### src/rtl/led_shift_pkg.sv
package led_shift_pkg;

   localparam int unsigned IDX_CTRL0  = 0;
   localparam int unsigned IDX_CTRL1  = 1;
   localparam int unsigned IDX_DATA0  = 2;
   localparam int unsigned IDX_DATA1  = 3;
   localparam int unsigned IDX_ACCESS = 4;

   localparam int unsigned BIT_SWU    = 31;
   localparam int unsigned BIT_FALL   = 26;
   localparam int unsigned LO_MODEM   = 24;
   localparam int unsigned LO_PHY1    = 27;
   localparam int unsigned LO_PHY2    = 15;
   localparam int unsigned LO_RATE    = 23;
   localparam int unsigned LO_TSRC    = 30;

   localparam logic [1:0] TSRC_BUS   = 2'b10;
   localparam logic [31:0] CTRL0_RST = 32'h8000_0000;

   typedef enum logic [1:0] {
      SEQ_IDLE  = 2'd0,
      SEQ_SHIFT = 2'd1,
      SEQ_LATCH = 2'd2
   } seq_state_t;

   function automatic int unsigned refresh_period(int unsigned clk_hz, logic [1:0] code);
      case (code)
         2'b00:   return clk_hz / 2;
         2'b01:   return clk_hz / 4;
         2'b10:   return clk_hz / 8;
         default: return clk_hz / 10;
      endcase
   endfunction

endpackage

### src/rtl/led_shift_regs.sv
module led_shift_regs
   import led_shift_pkg::*;
#(
   parameter int unsigned FRAME_W  = 24,
   parameter int unsigned N_GROUPS = 3
) (
   input  logic                clk,
   input  logic                rst_n,
   input  logic [4:0]          bus_addr,
   input  logic                bus_wr,
   input  logic [31:0]         bus_wdata,
   output logic [31:0]         bus_rdata,
   input  logic                seq_start,
   output logic                swu,
   output logic                sw_pend,
   output logic                ctrl0_wr,
   output logic                edge_fall,
   output logic [1:0]          modem_sel,
   output logic [2:0]          phy1_sel,
   output logic [2:0]          phy2_sel,
   output logic [N_GROUPS-1:0] grp_en,
   output logic [1:0]          rate_code,
   output logic [1:0]          tsrc,
   output logic [FRAME_W-1:0]  data_bits
);

   logic [31:0] ctrl0_q, ctrl1_q, data0_q, data1_q, access_q;
   logic        aligned;
   logic [2:0]  idx;

   assign aligned  = (bus_addr[1:0] == 2'b00);
   assign idx      = bus_addr[4:2];
   assign ctrl0_wr = bus_wr && aligned && (idx == 3'(IDX_CTRL0));

   always_ff @(posedge clk or negedge rst_n) begin
      if (!rst_n) begin
         ctrl0_q  <= CTRL0_RST;
         ctrl1_q  <= '0;
         data0_q  <= '0;
         data1_q  <= '0;
         access_q <= '0;
         sw_pend  <= 1'b0;
      end else begin
         if (seq_start) begin
            ctrl0_q[BIT_SWU] <= 1'b0;
            sw_pend          <= 1'b0;
         end
         if (bus_wr && aligned) begin
            case (idx)
               3'(IDX_CTRL0): begin
                  ctrl0_q <= bus_wdata;
                  if (bus_wdata[BIT_SWU]) sw_pend <= 1'b1;
               end
               3'(IDX_CTRL1):  ctrl1_q  <= bus_wdata;
               3'(IDX_DATA0):  data0_q  <= bus_wdata;
               3'(IDX_DATA1):  data1_q  <= bus_wdata;
               3'(IDX_ACCESS): access_q <= bus_wdata;
               default: ;
            endcase
         end
      end
   end

   always_comb begin
      bus_rdata = '0;
      if (aligned) begin
         case (idx)
            3'(IDX_CTRL0):  bus_rdata = ctrl0_q;
            3'(IDX_CTRL1):  bus_rdata = ctrl1_q;
            3'(IDX_DATA0):  bus_rdata = data0_q;
            3'(IDX_DATA1):  bus_rdata = data1_q;
            3'(IDX_ACCESS): bus_rdata = access_q;
            default:        bus_rdata = '0;
         endcase
      end
   end

   assign swu       = ctrl0_q[BIT_SWU];
   assign edge_fall = ctrl0_q[BIT_FALL];
   assign modem_sel = ctrl0_q[LO_MODEM +: 2];
   assign phy1_sel  = ctrl0_q[LO_PHY1 +: 3];
   assign phy2_sel  = ctrl1_q[LO_PHY2 +: 3];
   assign grp_en    = ctrl1_q[N_GROUPS-1:0];
   assign rate_code = ctrl1_q[LO_RATE +: 2];
   assign tsrc      = ctrl1_q[LO_TSRC +: 2];
   assign data_bits = data0_q[FRAME_W-1:0];

endmodule

### src/rtl/led_shift_src.sv
module led_shift_src #(
   parameter int unsigned FRAME_W = 24
) (
   input  logic [FRAME_W-1:0] data_bits,
   input  logic [1:0]         modem_sel,
   input  logic [1:0]         modem_sts,
   input  logic [2:0]         phy1_sel,
   input  logic [2:0]         phy1_sts,
   input  logic [2:0]         phy2_sel,
   input  logic [2:0]         phy2_sts,
   output logic [FRAME_W-1:0] word
);

   for (genvar i = 0; i < FRAME_W; i++) begin : g_bit
      if (i < 2) begin : g_modem
         assign word[i] = modem_sel[i] ? modem_sts[i] : data_bits[i];
      end else if (i < 5) begin : g_phy1
         assign word[i] = phy1_sel[i-2] ? phy1_sts[i-2] : data_bits[i];
      end else if (i < 8) begin : g_phy2
         assign word[i] = phy2_sel[i-5] ? phy2_sts[i-5] : data_bits[i];
      end else begin : g_soft
         assign word[i] = data_bits[i];
      end
   end

endmodule

### src/rtl/led_shift_timer.sv
module led_shift_timer
   import led_shift_pkg::*;
#(
   parameter int unsigned CLK_HZ = 50_000_000
) (
   input  logic       clk,
   input  logic       rst_n,
   input  logic       auto_en,
   input  logic [1:0] rate_code,
   input  logic       seq_start,
   output logic       tick,
   output logic       auto_pend
);

   localparam int unsigned CNT_W = $clog2(CLK_HZ / 2 + 1);

   logic [CNT_W-1:0] cnt_q;
   logic [CNT_W-1:0] limit;

   assign limit = CNT_W'(refresh_period(CLK_HZ, rate_code) - 1);
   assign tick  = auto_en && (cnt_q >= limit);

   always_ff @(posedge clk or negedge rst_n) begin
      if (!rst_n) begin
         cnt_q     <= '0;
         auto_pend <= 1'b0;
      end else begin
         if (!auto_en)  cnt_q <= '0;
         else if (tick) cnt_q <= '0;
         else           cnt_q <= cnt_q + 1'b1;

         if (seq_start) auto_pend <= 1'b0;
         if (tick)      auto_pend <= 1'b1;
      end
   end

endmodule

### src/rtl/led_shift_seq.sv
module led_shift_seq
   import led_shift_pkg::*;
#(
   parameter int unsigned FRAME_W = 24,
   parameter int unsigned HALF    = 4,
   parameter int unsigned LEN_W   = $clog2(FRAME_W + 1),
   parameter int unsigned IDX_W   = $clog2(FRAME_W)
) (
   input  logic               clk,
   input  logic               rst_n,
   input  logic               start_req,
   input  logic [LEN_W-1:0]   len,
   input  logic [FRAME_W-1:0] word,
   input  logic               edge_fall,
   output logic               start,
   output logic               busy,
   output logic [FRAME_W-1:0] frame_q,
   output logic               sd,
   output logic               sck,
   output logic               st
);

   localparam int unsigned DIV_W = (HALF > 1) ? $clog2(HALF) : 1;
   localparam logic [DIV_W-1:0] DIV_LAST = DIV_W'(HALF - 1);

   seq_state_t       state_q;
   logic [DIV_W-1:0] div_q;
   logic             phase_q;
   logic [IDX_W-1:0] idx_q;
   logic             half_end;

   assign half_end = (div_q == DIV_LAST);
   assign start    = (state_q == SEQ_IDLE) && start_req;
   assign busy     = (state_q != SEQ_IDLE);

   always_ff @(posedge clk or negedge rst_n) begin
      if (!rst_n) begin
         state_q <= SEQ_IDLE;
         div_q   <= '0;
         phase_q <= 1'b0;
         idx_q   <= '0;
         frame_q <= '0;
      end else begin
         case (state_q)
            SEQ_IDLE: begin
               if (start_req && (len != '0)) begin
                  frame_q <= word;
                  idx_q   <= IDX_W'(len - 1'b1);
                  div_q   <= '0;
                  phase_q <= 1'b0;
                  state_q <= SEQ_SHIFT;
               end
            end
            SEQ_SHIFT: begin
               if (half_end) begin
                  div_q   <= '0;
                  phase_q <= ~phase_q;
                  if (phase_q) begin
                     if (idx_q == '0) state_q <= SEQ_LATCH;
                     else             idx_q   <= idx_q - 1'b1;
                  end
               end else begin
                  div_q <= div_q + 1'b1;
               end
            end
            SEQ_LATCH: begin
               if (half_end) begin
                  div_q   <= '0;
                  phase_q <= ~phase_q;
                  if (phase_q) state_q <= SEQ_IDLE;
               end else begin
                  div_q <= div_q + 1'b1;
               end
            end
            default: state_q <= SEQ_IDLE;
         endcase
      end
   end

   assign sd  = (state_q == SEQ_SHIFT) ? frame_q[idx_q] : 1'b0;
   assign sck = ((state_q == SEQ_SHIFT) && phase_q) ^ edge_fall;
   assign st  = (state_q == SEQ_LATCH);

endmodule

### src/rtl/led_shift_ctrl.sv
module led_shift_ctrl
   import led_shift_pkg::*;
#(
   parameter int unsigned CLK_HZ    = 50_000_000,
   parameter int unsigned SHIFT_DIV = 8,
   parameter int unsigned GROUP_W   = 8,
   parameter int unsigned N_GROUPS  = 3
) (
   input  logic        clk,
   input  logic        rst_n,
   input  logic [4:0]  bus_addr,
   input  logic        bus_wr,
   input  logic [31:0] bus_wdata,
   output logic [31:0] bus_rdata,
   input  logic [1:0]  modem_sts,
   input  logic [2:0]  phy1_sts,
   input  logic [2:0]  phy2_sts,
   output logic        sd_out,
   output logic        sck_out,
   output logic        st_out
);

   localparam int unsigned FRAME_W = GROUP_W * N_GROUPS;
   localparam int unsigned LEN_W   = $clog2(FRAME_W + 1);
   localparam int unsigned IDX_W   = $clog2(FRAME_W);

   if (N_GROUPS < 1 || N_GROUPS > 3) begin : g_bad_groups
      $error("N_GROUPS must be 1..3");
   end
   if (GROUP_W < 8 || FRAME_W > 32) begin : g_bad_width
      $error("GROUP_W must be at least 8 and the frame at most 32 bits");
   end
   if (SHIFT_DIV < 1) begin : g_bad_div
      $error("SHIFT_DIV must be at least 1");
   end
   if (CLK_HZ < 20) begin : g_bad_clk
      $error("CLK_HZ too small for the refresh rates");
   end

   logic                swu, sw_pend, ctrl0_wr, edge_fall;
   logic [1:0]          modem_sel, rate_code, tsrc;
   logic [2:0]          phy1_sel, phy2_sel;
   logic [N_GROUPS-1:0] grp_en;
   logic [FRAME_W-1:0]  data_bits, word, frame_q;
   logic [LEN_W-1:0]    len;
   logic                auto_en, tick, auto_pend;
   logic                seq_start, seq_busy;

   led_shift_regs #(.FRAME_W(FRAME_W), .N_GROUPS(N_GROUPS)) i_regs (
      .clk       (clk),
      .rst_n     (rst_n),
      .bus_addr  (bus_addr),
      .bus_wr    (bus_wr),
      .bus_wdata (bus_wdata),
      .bus_rdata (bus_rdata),
      .seq_start (seq_start),
      .swu       (swu),
      .sw_pend   (sw_pend),
      .ctrl0_wr  (ctrl0_wr),
      .edge_fall (edge_fall),
      .modem_sel (modem_sel),
      .phy1_sel  (phy1_sel),
      .phy2_sel  (phy2_sel),
      .grp_en    (grp_en),
      .rate_code (rate_code),
      .tsrc      (tsrc),
      .data_bits (data_bits)
   );

   led_shift_src #(.FRAME_W(FRAME_W)) i_src (
      .data_bits (data_bits),
      .modem_sel (modem_sel),
      .modem_sts (modem_sts),
      .phy1_sel  (phy1_sel),
      .phy1_sts  (phy1_sts),
      .phy2_sel  (phy2_sel),
      .phy2_sts  (phy2_sts),
      .word      (word)
   );

   always_comb begin
      len = '0;
      for (int g = 0; g < N_GROUPS; g++) begin
         if (grp_en[g]) len = LEN_W'((g + 1) * GROUP_W);
      end
   end

   assign auto_en = !swu && (tsrc == TSRC_BUS);

   led_shift_timer #(.CLK_HZ(CLK_HZ)) i_timer (
      .clk       (clk),
      .rst_n     (rst_n),
      .auto_en   (auto_en),
      .rate_code (rate_code),
      .seq_start (seq_start),
      .tick      (tick),
      .auto_pend (auto_pend)
   );

   led_shift_seq #(.FRAME_W(FRAME_W), .HALF(SHIFT_DIV), .LEN_W(LEN_W), .IDX_W(IDX_W)) i_seq (
      .clk       (clk),
      .rst_n     (rst_n),
      .start_req (sw_pend || auto_pend),
      .len       (len),
      .word      (word),
      .edge_fall (edge_fall),
      .start     (seq_start),
      .busy      (seq_busy),
      .frame_q   (frame_q),
      .sd        (sd_out),
      .sck       (sck_out),
      .st        (st_out)
   );

endmodule

### config.mk
export PLATFORM = sky130hd
export DESIGN_NAME = led_shift_ctrl
export DESIGN_NICKNAME = d
export VERILOG_FILES = /design/src/rtl/led_shift_pkg.sv /design/src/rtl/led_shift_regs.sv /design/src/rtl/led_shift_src.sv /design/src/rtl/led_shift_timer.sv /design/src/rtl/led_shift_seq.sv /design/src/rtl/led_shift_ctrl.sv
export SDC_FILE = /design/constraint.sdc
export NUM_CORES = 1
export LEC_CHECK = 0
export CAP_MARGIN = 30
export CORE_UTILIZATION = 40
export DETAILED_ROUTE_END_ITERATION = 10
export PLACE_DENSITY = 0.59
export SLEW_MARGIN = 40
export SYNTH_ARGS = -nofsm -noshare
export SYNTH_HDL_FRONTEND = slang
export SYNTH_HIERARCHICAL = 1
export SYNTH_SLANG_ARGS = --single-unit
### constraint.sdc
create_clock -name clk -period 2.4 [get_ports clk]
set_input_delay 0.6 -clock clk [delete_from_list [all_inputs] [get_ports clk]]
set_output_delay 0.6 -clock clk [all_outputs]
set_load 0.005 [all_outputs]
Word-level counts from Yosys, hierarchy flattened:

Index checks and enable logic that the tools add are counted.

* add/sub/neg operators: 5
* bitwise logic cells: 2
* magnitude comparators: 2
* reduce and logical (&&, ||, !) cells: 28
* equal/unequal tests: 18
* mux-type cells: 46

Operator list (number)
* $pmux 32 s5: 1
* $mux 32: 3
* $pmux 25 s3: 1
* $mux 25: 2
* $mux 5: 6
* $add 25x1->25 const B: 1
* $ge 25x25->1: 1
* $sub 25x1->25 const B: 1
* $mux 1: 19
* $reduce_and 2->1: 7
* $mux 2: 6
* $ne 2x1->1 const B: 6
* $pmux 5 s2: 1
* $sub 5x1->5 const B: 2
* $eq 2x2->1 const B: 3
* $eq 3x2->1 const B: 2
* $eq 3x3->1 const B: 2
* $logic_and 1x1->1: 6
* $logic_not 2->1: 3
* $lt 5x6->1 const B: 1
* $mux 3: 2
* $pmux 2 s3: 1
* $pmux 3 s2: 1
* $reduce_and 6->1: 1
* other kinds (18): 22

* output and inout port bits: 35
* bits of input ports: 48
* register bits: 222
* word-level logic and storage cells: 115

Logic depth before layout (Yosys ltp):

* depth after elaboration: 7
* depth in mapped cells: 12

Hierarchy:

The synthesis kept the hierarchy.

By module, submodules not included
* led_shift_regs: sequential area each 4030.1 um2, area an instance 8066.5 um2, cells each 654, instances 1
* led_shift_timer: sequential area each 650.6 um2, area an instance 2028.2 um2, cells each 199, instances 1
* led_shift_seq: sequential area each 875.8 um2, area an instance 1956.9 um2, cells each 158, instances 1
* led_shift_src: sequential area each 0.0 um2, area an instance 240.2 um2, cells each 24, instances 1
* led_shift_ctrl: sequential area each 0.0 um2, area an instance 35.0 um2, cells each 6, instances 1

Worst setup path after synthesis:

No wires, ideal clock.

* kind: register -> register
* start point: reg i_regs.ctrl1_q[23]
* end point: reg i_timer.cnt_q[10]
* arrival: 2.508 ns
* library setup time: 0.080 ns
* cell stages (with the launch flop): 12
* setup slack: -0.189 ns
* cells stage by stage: dfrtp_1 > buf_4 > ha_1 > o21ai_0 > ha_1 > and4_4 > and3_2 > a311o_1 > or2_1 > buf_6 > buf_12 > nor3_2

* word-level cells in the longest chain between the ends: 7
* elaborated cells between the ends (all ways): 9
* those cells by class: 1 x add/sub; 1 x order compare; 2 x eq/ne; 3 x mux; 2 x reduce/logical

Ends and longest elaborated chain
* from (decl): RTL line led_shift_regs.sv:27 `logic [31:0] ctrl0_q, ctrl1_q, data0_q, data1_q, access_q;`
* from (signal assigned): RTL line led_shift_regs.sv:54 `3'(IDX_CTRL1): ctrl1_q <= bus_wdata;`
* $eq 2x2->1, or another cell as far along: RTL line led_shift_pkg.sv:27 `case (code)`
* $pmux 25 s3 (*): RTL line led_shift_pkg.sv:27
* $sub 25x1->25 (*): RTL line led_shift_timer.sv:20 `assign limit = CNT_W'(refresh_period(CLK_HZ, rate_code) - 1);`
* $ge 25x25->1 (*): RTL line led_shift_timer.sv:21 `assign tick = auto_en && (cnt_q >= limit);`
* $logic_and 1x1->1 (*): RTL line led_shift_timer.sv:21
* $mux 25 (*): RTL line led_shift_timer.sv:29 `else if (tick) cnt_q <= '0;`
* $mux 25 (*): RTL line led_shift_timer.sv:28 `if (!auto_en) cnt_q <= '0;`
* to (signal assigned): RTL line led_shift_timer.sv:30 `else cnt_q <= cnt_q + 1'b1;`
* to (decl): RTL line led_shift_timer.sv:17 `logic [CNT_W-1:0] cnt_q;`

Every way passes the cells marked *; elsewhere a longest branch is shown, timed or not.
A chain may end at the register's enable or synchronous reset.

Final worst setup path:

* start point: reg i_seq.idx_q[0]
* end point: out sd_out

* word-level cells in the longest chain between the ends: 3

Ends and longest elaborated chain
* from (decl): RTL line led_shift_seq.sv:29 `logic [IDX_W-1:0] idx_q;`
* from (signal assigned): RTL line led_shift_seq.sv:48 `idx_q <= IDX_W'(len - 1'b1);`
* from (signal assigned): RTL line led_shift_seq.sv:60 `else idx_q <= idx_q - 1'b1;`
* $bmux 1 s5: RTL line led_shift_seq.sv:80 `assign sd = (state_q == SEQ_SHIFT) ? frame_q[idx_q] : 1'b0;`
* $mux 1 (implied by the code): RTL line led_shift_seq.sv:80
* $mux 1: RTL line led_shift_seq.sv:80
* to (decl): RTL line led_shift_ctrl.sv:18 `output logic sd_out,`

No other way between the ends. The select of a mux whose other input is x is not followed.

==> flow_metrics.tcl <==
set metrics [dict create \
    drtPass1Iterations 5 \
    clkTransAtPathRegs_ns 0.06 \
    io_buffers 82 \
    cts.sinks 222 \
    hold_viol_final 0 \
    place.gp.congestion 0.786 \
    area_delta_synth_final_pct 31.8 \
    critPathRequiredTime_ns 1.80 \
    max_slew.worst_pin.slew_ns 0.513 \
    die-area_mm2 0.0315 \
    avgRoutedWirePerCell_um 20.3 \
    grt_usage 0.212 \
    ir_drop_mv 0.571 \
    rows 63 \
    grt_pass1_wl_um 52200 \
    critical_path.cell_chain "buf_6 > mux4_2 > a32oi_1 > o211ai_1 > buf_2" \
    clk_path_buf_depth 3 \
    core_mm2 0.0300 \
    min_path_type "reg2reg" \
    cts_tree "built" \
    fp.dieH_um 177 \
    viasPerCell 5.46 \
    nNetsFinal 1261 \
    status "finished with violations" \
    max_freq_mhz 361 \
    h-tree-depth 1 \
    drc 0 \
    failed_checks "negative setup slack" \
    crit_slowest_cell "mux4_2" \
    powerDensity_mw_per_mm2 819 \
    p_leak_nw 6.95 \
    cpPeakStageDelay_ns 0.49 \
    crit_fanout 5 \
    synthCells 1038 \
    initial_core_util 0.411 \
    grt_max_degree 65 \
    num_vias 8668 \
    grt.overflow.total 0 \
    utilization 0.542 \
    clk_latency_ns 0.55 \
    grt_pass1_vias 9067 \
    fp.dieW_um 177 \
    layout-drive-gt1-share 0.461 \
    p_total_mw 13.3 \
    setup_slack_ns -0.374 \
    maxSlewViolCount 0 \
    worstPathArrival_ns 2.17 \
    place_ws_ns -0.517 \
    period_needed_ns 2.77 \
    fillerInstances 2537 \
    rsz0062_at_grt "yes" \
    root_buffer "clkbuf_16" \
    clock_skew_ns 0.0101 \
    cts_buffers 26 \
    wirelength_um 32200 \
    path_class "reg2out" \
    antenna_found_initial 0 \
    drt_iter0_drc 449 \
    synth_warnings 6 \
    start_kind "flip-flop" \
    finalCritPeriodShare 1.16 \
    syn_area_per_cell_um2 11.9 \
    relSlewSlack 0.653 \
    drv_cap 0 \
    diodes 0 \
    endpoint_kind "output port" \
    hpwlAfterDp_um 20200 \
    drt.antenna.violating_nets 0 \
    synth_area_mm2 0.0123 \
    setup_viol 46 \
    io_pins 83 \
]
==> path summary, 6_finish.rpt <==
kind,start,endpoint,slack (ns),cells past startpoint
max in group asynchronous,rst_n,i_seq/idx_q[0],1.17,3
max,i_seq/idx_q[0],sd_out,-0.37,5
max reg2reg,i_regs/ctrl1_q[23],i_timer/cnt_q[8],-0.18,10
min reg2reg,i_timer/cnt_q[0],i_timer/cnt_q[0],0.48,1
min,i_timer/cnt_q[0],i_timer/cnt_q[0],0.48,1
min in group asynchronous,rst_n,i_timer/cnt_q[6],0.55,2
==> layout make-up <==
cell class              instances  area [µm²]  share of cell area
repair buffers                224        2460               0.152
flip-flops and latches        222        5560               0.343
well taps                     390         488              0.0301
multi-input cells             659        6680               0.412
inverters                      49         194              0.0119
clock buffers                  34         721              0.0444
clock inverters                 9         123             0.00755
==> routing by layer <==
metal | wire length [µm] | GRT usage
met5 | 0 | 0
met4 | 588 | 0.0516
met3 | 1190 | 0.0287
met2 | 15300 | 0.343
met1 | 15100 | 0.299
==> power breakdown <==
| group | leakage, nW | internal (mW) | total [mW] | switching, mW |
|---|---|---|---|---|
| registers | 2.87 | 4.55 | 5.11 | 0.567 |
| logic | 3.67 | 2.35 | 4.27 | 1.91 |
| clock network | 0.413 | 2.32 | 3.92 | 1.60 |
==> flip-flops by register name, summed over array words and instances (netlist names) <==
signal             count
i_regs/access_q       32
i_regs/ctrl0_q        32
i_regs/ctrl1_q        32
i_regs/data0_q        32
i_regs/data1_q        32
i_timer/cnt_q         25
i_seq/frame_q         24
i_seq/idx_q            5
i_seq/div_q            3
i_seq/state_q          2
i_regs/sw_pend         1
i_seq/phase_q          1
i_timer/auto_pend      1
==> per-stage QoR <==
step	area (µm²)	cells	hold WS, ns	setup TNS [ns]
after CTS	16000	1576	0.481	-6.52
after global routing	16200	1587	0.504	-8.66
after detailed placement	13800	1486	0.467	-29.01
after global placement	13800	1486	0.462	-22.81
final	16200	1587	0.478	-4.79
after floorplan	12400	1051	0.304	0
==> cell usage in the layout, fill, tap and decap left out, drive strengths merged, types with 32 or more instances in the layout <==
master / n
a21oi: 42
dfrtp: 221
clkbuf: 38
clkdlybuf4s50: 41
inv: 49
o32ai: 32
mux2i: 38
o21a: 32
nor3: 35
nand3b: 68
buf: 171
mux2: 194
==> worst max-delay path: cells and delay by family (launching register included) <==
family                 cells  cell delay, ns
AO/OA/AOI/OAI              2            0.40
buffers and inverters      2            0.32
flip-flops                 1            0.42
multiplexers               1            0.49
==> what timing repair did <==
action / 4_1_cts / 5_1_grt
buffers inserted: 36 / 20
endpoints found under the setup margin: 60 / 65
pin swaps: 48 / 50
hold buffers: 1 / 0
endpoints found under the hold margin: 37 / 0
gates cloned: 11 / 1
resized for setup: 266 / 87
No activity file was read; power rests on OpenSTA's default activity.
